**src/rtl/accum_cpu_pkg.sv**
```systemverilog
package accum_cpu_pkg;

   // internal bus source indices
   localparam int SRC_MEM = 0;
   localparam int SRC_PC  = 1;
   localparam int SRC_DR  = 2;
   localparam int SRC_AC  = 3;
   localparam int SRC_R   = 4;
   localparam int NUM_SRC = 5;

   typedef enum logic [2:0] {
      S_FA, S_FB, S_FC, S_X1, S_X2
   } step_e;

   typedef enum logic [3:0] {
      U_FA, U_FB, U_FC,
      U_ADD1, U_ADD2, U_AND1, U_AND2,
      U_JMP, U_INC, U_TO_R, U_FROM_R, U_NONE
   } uop_e;

   typedef enum logic [1:0] {
      ALU_PASS, ALU_ADD, ALU_AND
   } alu_e;

   typedef struct packed {
      logic [NUM_SRC-1:0] bus_en;
      logic               ar_ld;
      logic               pc_ld;
      logic               pc_inc;
      logic               dr_ld;
      logic               ir_ld;
      logic               ac_ld;
      logic               ac_inc;
      logic               r_ld;
      alu_e               alu;
   } ctrl_t;

endpackage

```
**src/rtl/accum_cpu_mem.sv**
```systemverilog
module accum_cpu_mem #(
   parameter int DATA_W = 8,
   parameter int ADDR_W = 6
) (
   input  logic              clk,
   input  logic              wr_en,
   input  logic [ADDR_W-1:0] wr_addr,
   input  logic [DATA_W-1:0] wr_data,
   input  logic [ADDR_W-1:0] rd_addr,
   output logic [DATA_W-1:0] rd_data
);
   localparam int DEPTH = 1 << ADDR_W;

   logic [DATA_W-1:0] store [DEPTH];

   always_ff @(posedge clk) begin
      if (wr_en) store[wr_addr] <= wr_data;
   end

   assign rd_data = store[rd_addr];

endmodule

```
**src/rtl/accum_cpu_seq.sv**
```systemverilog
module accum_cpu_seq
   import accum_cpu_pkg::*;
(
   input  logic  clk,
   input  logic  rst_n,
   input  logic  more_steps,
   input  logic  done,
   output step_e step_q
);
   step_e step_d;

   always_comb begin
      unique case (step_q)
         S_FA:    step_d = S_FB;
         S_FB:    step_d = S_FC;
         S_FC:    step_d = S_X1;
         S_X1:    step_d = more_steps ? S_X2 : S_FA;
         default: step_d = S_FA;
      endcase
   end

   always_ff @(posedge clk or negedge rst_n) begin
      if (!rst_n) step_q <= S_FA;
      else        step_q <= step_d;
   end

   p_fetch_a_b_r2: assert property (@(posedge clk) disable iff (!rst_n)
      (step_q == S_FA) |=> (step_q == S_FB));
   p_fetch_b_c_r2: assert property (@(posedge clk) disable iff (!rst_n)
      (step_q == S_FB) |=> (step_q == S_FC));
   p_fetch_to_exec_r2: assert property (@(posedge clk) disable iff (!rst_n)
      (step_q == S_FC) |=> (step_q == S_X1));
   p_done_restarts_r9: assert property (@(posedge clk) disable iff (!rst_n)
      done |=> (step_q == S_FA));

endmodule

```
**src/rtl/accum_cpu_decode.sv**
```systemverilog
module accum_cpu_decode
   import accum_cpu_pkg::*;
#(
   parameter int OPC_W = 4
) (
   input  step_e             step,
   input  logic [OPC_W-1:0]  ir,
   output uop_e              uop,
   output ctrl_t             ctrl,
   output logic              more_steps,
   output logic              done
);
   // combine step and opcode into one micro-operation
   always_comb begin
      uop = U_NONE;
      unique case (step)
         S_FA: uop = U_FA;
         S_FB: uop = U_FB;
         S_FC: uop = U_FC;
         S_X1: begin
            casez (ir)
               4'b00??: uop = U_ADD1;
               4'b01??: uop = U_AND1;
               4'b10??: uop = U_JMP;
               4'b110?: uop = U_INC;
               4'b1110: uop = U_TO_R;
               default: uop = U_FROM_R;
            endcase
         end
         S_X2:    uop = ir[2] ? U_AND2 : U_ADD2;
         default: uop = U_NONE;
      endcase
   end

   always_comb begin
      ctrl = '0;
      unique case (uop)
         U_FA: begin
            ctrl.bus_en[SRC_PC] = 1'b1;
            ctrl.ar_ld          = 1'b1;
         end
         U_FB: begin
            ctrl.bus_en[SRC_MEM] = 1'b1;
            ctrl.dr_ld           = 1'b1;
            ctrl.pc_inc          = 1'b1;
         end
         U_FC: begin
            ctrl.bus_en[SRC_DR] = 1'b1;
            ctrl.ir_ld          = 1'b1;
            ctrl.ar_ld          = 1'b1;
         end
         U_ADD1, U_AND1: begin
            ctrl.bus_en[SRC_MEM] = 1'b1;
            ctrl.dr_ld           = 1'b1;
         end
         U_ADD2: begin
            ctrl.bus_en[SRC_DR] = 1'b1;
            ctrl.ac_ld          = 1'b1;
            ctrl.alu            = ALU_ADD;
         end
         U_AND2: begin
            ctrl.bus_en[SRC_DR] = 1'b1;
            ctrl.ac_ld          = 1'b1;
            ctrl.alu            = ALU_AND;
         end
         U_JMP: begin
            ctrl.bus_en[SRC_DR] = 1'b1;
            ctrl.pc_ld          = 1'b1;
         end
         U_INC:  ctrl.ac_inc = 1'b1;
         U_TO_R: begin
            ctrl.bus_en[SRC_AC] = 1'b1;
            ctrl.r_ld           = 1'b1;
         end
         U_FROM_R: begin
            ctrl.bus_en[SRC_R] = 1'b1;
            ctrl.ac_ld         = 1'b1;
            ctrl.alu           = ALU_PASS;
         end
         default: ctrl = '0;
      endcase
   end

   assign more_steps = (uop == U_ADD1) || (uop == U_AND1);
   assign done = (uop == U_ADD2) || (uop == U_AND2) || (uop == U_JMP) ||
                 (uop == U_INC)  || (uop == U_TO_R) || (uop == U_FROM_R);

endmodule

```
**src/rtl/accum_cpu_datapath.sv**
```systemverilog
module accum_cpu_datapath
   import accum_cpu_pkg::*;
#(
   parameter int DATA_W = 8,
   parameter int ADDR_W = 6,
   parameter int OPC_W  = 4
) (
   input  logic              clk,
   input  logic              rst_n,
   input  ctrl_t             ctrl,
   input  logic [DATA_W-1:0] mem_rd,
   output logic [ADDR_W-1:0] ar_o,
   output logic [ADDR_W-1:0] pc_o,
   output logic [OPC_W-1:0]  ir_o,
   output logic [DATA_W-1:0] ac_o,
   output logic [DATA_W-1:0] r_o
);
   localparam int OPC_LSB = DATA_W - OPC_W;
   localparam int PC_PAD  = DATA_W - ADDR_W;

   logic [DATA_W-1:0] dr_q;
   logic [DATA_W-1:0] src    [NUM_SRC];
   logic [DATA_W-1:0] masked [NUM_SRC];
   logic [DATA_W-1:0] bus;

   assign src[SRC_MEM] = mem_rd;
   assign src[SRC_PC]  = {{PC_PAD{1'b0}}, pc_o};
   assign src[SRC_DR]  = dr_q;
   assign src[SRC_AC]  = ac_o;
   assign src[SRC_R]   = r_o;

   // each source is gated by its enable, like a tri-state driver
   for (genvar g = 0; g < NUM_SRC; g++) begin : g_drv
      assign masked[g] = src[g] & {DATA_W{ctrl.bus_en[g]}};
   end

   always_comb begin
      bus = '0;
      for (int i = 0; i < NUM_SRC; i++) bus = bus | masked[i];
   end

   always_ff @(posedge clk or negedge rst_n) begin
      if (!rst_n) begin
         ar_o <= '0;
         pc_o <= '0;
         dr_q <= '0;
         ir_o <= '0;
         ac_o <= '0;
         r_o  <= '0;
      end else begin
         if (ctrl.ar_ld)       ar_o <= bus[ADDR_W-1:0];
         if (ctrl.pc_ld)       pc_o <= bus[ADDR_W-1:0];
         else if (ctrl.pc_inc) pc_o <= pc_o + 1'b1;
         if (ctrl.dr_ld)       dr_q <= bus;
         if (ctrl.ir_ld)       ir_o <= bus[DATA_W-1:OPC_LSB];
         if (ctrl.r_ld)        r_o  <= bus;
         if (ctrl.ac_ld) begin
            unique case (ctrl.alu)
               ALU_ADD: ac_o <= ac_o + bus;
               ALU_AND: ac_o <= ac_o & bus;
               default: ac_o <= bus;
            endcase
         end else if (ctrl.ac_inc) begin
            ac_o <= ac_o + 1'b1;
         end
      end
   end

   p_bus_single_r9: assert property (@(posedge clk) disable iff (!rst_n)
      $onehot0(ctrl.bus_en));
   p_r_holds_r8: assert property (@(posedge clk) disable iff (!rst_n)
      !ctrl.r_ld |=> (r_o == $past(r_o)));

endmodule

```
**src/rtl/accum_cpu.sv**
```systemverilog
module accum_cpu
   import accum_cpu_pkg::*;
#(
   parameter int DATA_W = 8,
   parameter int ADDR_W = 6,
   parameter int OPC_W  = 4
) (
   input  logic              clk,
   input  logic              rst_n,
   input  logic              load_en,
   input  logic [ADDR_W-1:0] load_addr,
   input  logic [DATA_W-1:0] load_data,
   output logic [DATA_W-1:0] acc_o,
   output logic [DATA_W-1:0] rreg_o,
   output logic [ADDR_W-1:0] pc_o,
   output logic              instr_done
);
   if (OPC_W != 4) begin : g_bad_opc
      $error("accum_cpu: opcode decode needs OPC_W == 4");
   end
   if (ADDR_W > DATA_W - 2) begin : g_bad_addr
      $error("accum_cpu: address field overlaps the two base opcode bits");
   end

   step_e             step_q;
   uop_e              uop;
   ctrl_t             ctrl;
   logic              more_steps;
   logic [OPC_W-1:0]  ir_q;
   logic [ADDR_W-1:0] ar_q;
   logic [DATA_W-1:0] mem_rd;

   accum_cpu_mem #(.DATA_W(DATA_W), .ADDR_W(ADDR_W)) u_mem (
      .clk     (clk),
      .wr_en   (load_en),
      .wr_addr (load_addr),
      .wr_data (load_data),
      .rd_addr (ar_q),
      .rd_data (mem_rd)
   );

   accum_cpu_seq u_seq (
      .clk        (clk),
      .rst_n      (rst_n),
      .more_steps (more_steps),
      .done       (instr_done),
      .step_q     (step_q)
   );

   accum_cpu_decode #(.OPC_W(OPC_W)) u_dec (
      .step       (step_q),
      .ir         (ir_q),
      .uop        (uop),
      .ctrl       (ctrl),
      .more_steps (more_steps),
      .done       (instr_done)
   );

   accum_cpu_datapath #(.DATA_W(DATA_W), .ADDR_W(ADDR_W), .OPC_W(OPC_W)) u_dp (
      .clk    (clk),
      .rst_n  (rst_n),
      .ctrl   (ctrl),
      .mem_rd (mem_rd),
      .ar_o   (ar_q),
      .pc_o   (pc_o),
      .ir_o   (ir_q),
      .ac_o   (acc_o),
      .r_o    (rreg_o)
   );

   p_pc_step_r2: assert property (@(posedge clk) disable iff (!rst_n)
      (step_q == S_FB) |=> (pc_o == $past(pc_o) + 1'b1));
   p_jump_target_r5: assert property (@(posedge clk) disable iff (!rst_n)
      (uop == U_JMP) |=> (pc_o == $past(ar_q)));
   p_inc_value_r6: assert property (@(posedge clk) disable iff (!rst_n)
      (uop == U_INC) |=> (acc_o == $past(acc_o) + 1'b1));
   p_copy_to_r_r7: assert property (@(posedge clk) disable iff (!rst_n)
      (uop == U_TO_R) |=> (rreg_o == $past(acc_o) && acc_o == $past(acc_o)));
   p_copy_from_r_r8: assert property (@(posedge clk) disable iff (!rst_n)
      (uop == U_FROM_R) |=> (acc_o == $past(rreg_o) && rreg_o == $past(rreg_o)));

endmodule

```
**config.mk**
```make
export PLATFORM = sky130hd
export DESIGN_NAME = accum_cpu
export DESIGN_NICKNAME = d
export VERILOG_FILES = /design/src/rtl/accum_cpu_pkg.sv /design/src/rtl/accum_cpu_mem.sv /design/src/rtl/accum_cpu_seq.sv /design/src/rtl/accum_cpu_decode.sv /design/src/rtl/accum_cpu_datapath.sv /design/src/rtl/accum_cpu.sv
export SDC_FILE = /design/constraint.sdc
export NUM_CORES = 1
export LEC_CHECK = 0
export BUFFER_PORTS_ARGS = -buffer_cell sky130_fd_sc_hd__buf_2
export CELL_PAD_IN_SITES_DETAIL_PLACEMENT = 0
export CELL_PAD_IN_SITES_GLOBAL_PLACEMENT = 2
export CORE_ASPECT_RATIO = 0.9
export CORE_MARGIN = 4
export CORE_UTILIZATION = 33
export DETAILED_ROUTE_END_ITERATION = 12
export PLACE_DENSITY = 0.6
export SYNTH_ARGS = -nofsm -noshare
export SYNTH_HDL_FRONTEND = slang
export SYNTH_SLANG_ARGS = --single-unit
```
**constraint.sdc**
```tcl
create_clock -name clk -period 4.3 [get_ports clk]
set_input_delay 0.215 -clock clk [delete_from_list [all_inputs] [get_ports clk]]
set_output_delay 0.215 -clock clk [all_outputs]
set_load 0.005 [all_outputs]
```
==> impl_summary.log <==
INFO  metric achievable-frequency = 241 MHz
INFO  metric ys_top_cells_by_area = sky130_fd_sc_hd__edfxtp_1, sky130_fd_sc_hd__mux4_2, sky130_fd_sc_hd__dfrtp_1
INFO  metric cp_slowest_cell = sky130_fd_sc_hd__dfrtp_4
INFO  metric vias_in_the_first_global_route = 12616
INFO  metric clk_pin_slew = 60 ps
INFO  metric std_cell_rows = 91
INFO  metric areaGrowthSynthToFinish = 20.0%
INFO  metric critPathLaunch = u_dp.ar_o[0]
INFO  metric cts.root.buffer_cell = sky130_fd_sc_hd__clkbuf_16
INFO  metric grt_max_degree = between 60 and 70
INFO  metric detailedRoute.firstPassIterationCount = 5
INFO  metric post_route_insts_no_fill = about 2400
INFO  metric worst-path-max-fanout = 6
INFO  metric worstSetupPathType = reg -> reg
INFO  metric layout.filler_cells = 6154
INFO  metric post_synthesis_adder_cell_area_fraction = 0.00969
INFO  metric synth.avg_cell_area = 18.7 um2
INFO  metric std_cell_core_area = 68400 um2
INFO  metric global_route.usage.total = 0.165
INFO  metric post_synth_instance_area = 22700 um2
INFO  metric static_leakage = 8.92 nW
INFO  metric ioPinCount = 40
INFO  metric share_of_synthesized_cell_area_in_and_or_nand_and_nor_gates = 0.0463
INFO  metric globalRoute.totalOverflow = 0
INFO  metric wirelength = 61700 um
INFO  metric minimum_clock_period = 4150 ps
INFO  metric startpoint_type_of_the_worst_setup_path = register
INFO  metric number_of_antenna_diodes = 0
INFO  metric grt_first_pass_wirelength = 89400 um
INFO  metric synth-edff-count = between 500 and 600
INFO  metric slew_viol_final = 0
INFO  metric power-per-cell-area = around 720 nW/um2
INFO  metric initial_core_util = 0.332
INFO  metric postSynth.asyncResetShare = 0.0775
INFO  metric main_combinational_cell_family_by_area_after_synthesis = multiplexers
INFO  metric final.period_utilization = 0.966
INFO  metric ctsHtreeMaxLevel = 2
INFO  metric detailed_place.area = 24800 um2
INFO  metric maxCapViolations = 0
INFO  metric ir_drop = roughly 0.34 mV
INFO  metric synth_cells = 1214
INFO  metric post-dp-hpwl = 39700 um
INFO  metric syn_nets = between 1000 and 1500
INFO  metric ctsLongestPathBuffers = 3
INFO  metric synthDominantAreaCellType = sky130_fd_sc_hd__edfxtp_1
INFO  metric vias = about 12000
INFO  metric i_o_buffers = 39
INFO  metric synth_top_flop_cell = sky130_fd_sc_hd__edfxtp_1
INFO  metric outcome = finished, final reports clean
INFO  metric synth-compound-area-share = 0.0676
INFO  metric rr_worst_depth = 19
INFO  metric cts.sinks = about 560
INFO  metric multi_input_gate_area = slightly above 6000 um2
INFO  metric initialDrtViolationCount = about 1100
INFO  metric number_of_distinct_library_cells_after_synthesis = between 80 and 90
INFO  metric synth.area.mux_share = 0.130
INFO  metric fp.dieArea = 73100 um2
INFO  metric min_path_type = in -> async
INFO  metric setup_skew = 24.4 ps
INFO  metric place_inst = 2240
INFO  metric die_width = 285 um
INFO  metric worst_reg2reg_endpoint = u_dp.ac_o[6]
INFO  metric fraction_of_final_layout_cells_with_drive_strength_greater_than_1 = 0.321
INFO  metric timing.critical_path.arrival = 4670 ps
INFO  metric seq_area_frac_synth = 0.724
INFO  metric gp_congestion = 0.803
INFO  metric least_margin_pin_slew = 1190 ps
INFO  metric crit_path_end_kind = register
INFO  metric worstSkewPairLatency = 630 ps
INFO  metric cts_buffers = 60
INFO  metric cp_common_cell = sky130_fd_sc_hd__buf_12
INFO  metric fin_nets = 1427
INFO  metric dp_slack = -89.2 ps
INFO  metric cts_tree = yes
INFO  metric routed_wire_length_per_instance = around 26 um
INFO  metric final-setup-viol-count = 0
INFO  metric ant_nets = 0
INFO  metric initial_antenna_violation_count = 0
INFO  metric setup_total_negative_slack = 0 ps
INFO  metric vias_per_cell = 5.22
INFO  metric yosysWarningCount = 0
INFO  metric hold_violation_count_in_the_final_report = 0
INFO  metric netlist.area_leader.share = 0.677
INFO  metric layout_setup_ws = 147 ps
INFO  metric worst_ep_required_time = a little under 5000 ps
INFO  metric die-height = 257 um
INFO  metric sequential_cell_area = 16500 um2
INFO  metric r2r_path_start = u_dp.ar_o[0]
INFO  metric regToRegSetupSlack = 150 ps
INFO  metric post_layout_total_power = 19.7 mW
INFO  metric synth-seq-cells = 555
INFO  metric critical-path-max-stage-delay = 550 ps
INFO  metric remaining_drc_errors = 0
INFO  metric crit_chain = buf_4 -> buf_12 -> buf_12 -> buf_12 -> mux4_2 -> a22o_1 -> a221oi_2 -> buf_4 -> o22ai_1 -> o21ai_2 -> nand2_2 -> ha_4 -> nor2b_1 -> o31ai_2 -> nand2b_1 -> a21oi_2 -> xnor2_1 -> a221o_1 -> a31o_1
INFO  metric slew_headroom = 0.209
INFO  metric post_synth_xor_area_fraction = 0.00385
INFO  metric layout.cell_area.non_filler = 27300 um2
-- metal layers --
layer	up-vias	track usage	routed length, um
li1	5387	-	-
met1	6624	0.246	29200
met2	282	0.260	28900
met3	81	0.0228	2440
met4	0	0.0379	1090
met5	-	0	0
-- sequential cells by signal, summed over array words and instances, names as in the netlist --
signal / flops
u_mem.store: 512
u_dp.ac_o: 8
u_dp.ar_o: 6
u_dp.ir_o: 4
u_dp.dr_q: 8
u_seq.step_q: 3
u_dp.r_o: 8
u_dp.pc_o: 6
-- area by class of cell --
type / count / share of cell area
clock buffers: 76 / 0.0584
clock inverters: 35 / 0.0131
inverters: 16 / 0.00220
multi-input cells: 580 / 0.222
flip-flops and latches: 555 / 0.604
well taps: 930 / 0.0427
repair buffers: 180 / 0.0576
-- cells in the mapped netlist, drive strengths merged, types with 9 or more instances --
cell    number
inv         16
a22o        25
nand3       15
clkbuf      30
o22ai        9
a221oi      29
ha          16
nor2       106
a21oi       36
nor2b       14
a22oi       25
edfxtp     512
nor3        11
nand2       39
dfrtp       43
buf         33
o21ai       25
mux4       128
-- cells in the final DEF, fill, tap and decap left out, types with 16 or more instances in the layout --
master	instances
sky130_fd_sc_hd__a21oi_1	33
sky130_fd_sc_hd__a22o_1	25
sky130_fd_sc_hd__a22oi_1	18
sky130_fd_sc_hd__buf_12	16
sky130_fd_sc_hd__buf_2	39
sky130_fd_sc_hd__buf_4	114
sky130_fd_sc_hd__clkbuf_16	64
sky130_fd_sc_hd__dfrtp_1	41
sky130_fd_sc_hd__edfxtp_1	512
sky130_fd_sc_hd__mux4_2	128
sky130_fd_sc_hd__nand2_1	37
sky130_fd_sc_hd__nor2_1	105
sky130_fd_sc_hd__o21ai_0	17
-- timing repair --
item	in CTS	in global routing
gates cloned	1	3
gates resized for setup	4	42
setup endpoints to repair	2	4
buffers inserted	1	14
hold buffers	2	0
endpoints found under the hold margin	55	0
pin swaps	1	17
-- critical path: cells and delay by family, from the launching register on --
family	cells	cell delay (ps)
and+or+nand+nor	3	350
adders and majority gates	1	230
buffers and inverters	5	720
xor gates and xnor gates	1	70
muxes	1	420
DFF	1	550
AOI/OAI and AO/OA	8	1670
-- cell families after synthesis --
group                    count (synthesis)
AO/OA/AOI/OAI                          198
XOR/XNOR                                10
adder cells (fa/ha/maj)                 17
buffers and inverters                   79
flip-flops                             555
multiplexers                           134
AND/OR/NAND/NOR                        221
-- power by group --
part / switching, mW / total [mW] / internal [mW]
clock: 2.14 / 5.11 / 2.97
sequential: 0.375 / 6.52 / 6.15
combinational: 4.20 / 8.03 / 3.83
-- how the worst max path moves through the flow --
stage / to / slack, ps / cells past startpoint
final: u_dp.ac_o[6] / 150 / 19
after detailed placement: u_dp.ac_o[6] / -90 / 18
after floorplan: u_dp.ac_o[6] / 30 / 23
after global routing: u_dp.ac_o[6] / -70 / 19
after CTS: u_dp.ac_o[7] / -4 / 16
after global placement: u_dp.ac_o[6] / -60 / 18
-- metrics by stage --
step	utilization	hold slack (ps)
after detailed placement	0.363	374
final	0.398	222
after global routing	0.398	286
after floorplan	-	-80.6
after global placement	0.363	370
after CTS	0.392	243
(Power assumes the default switching activity.)
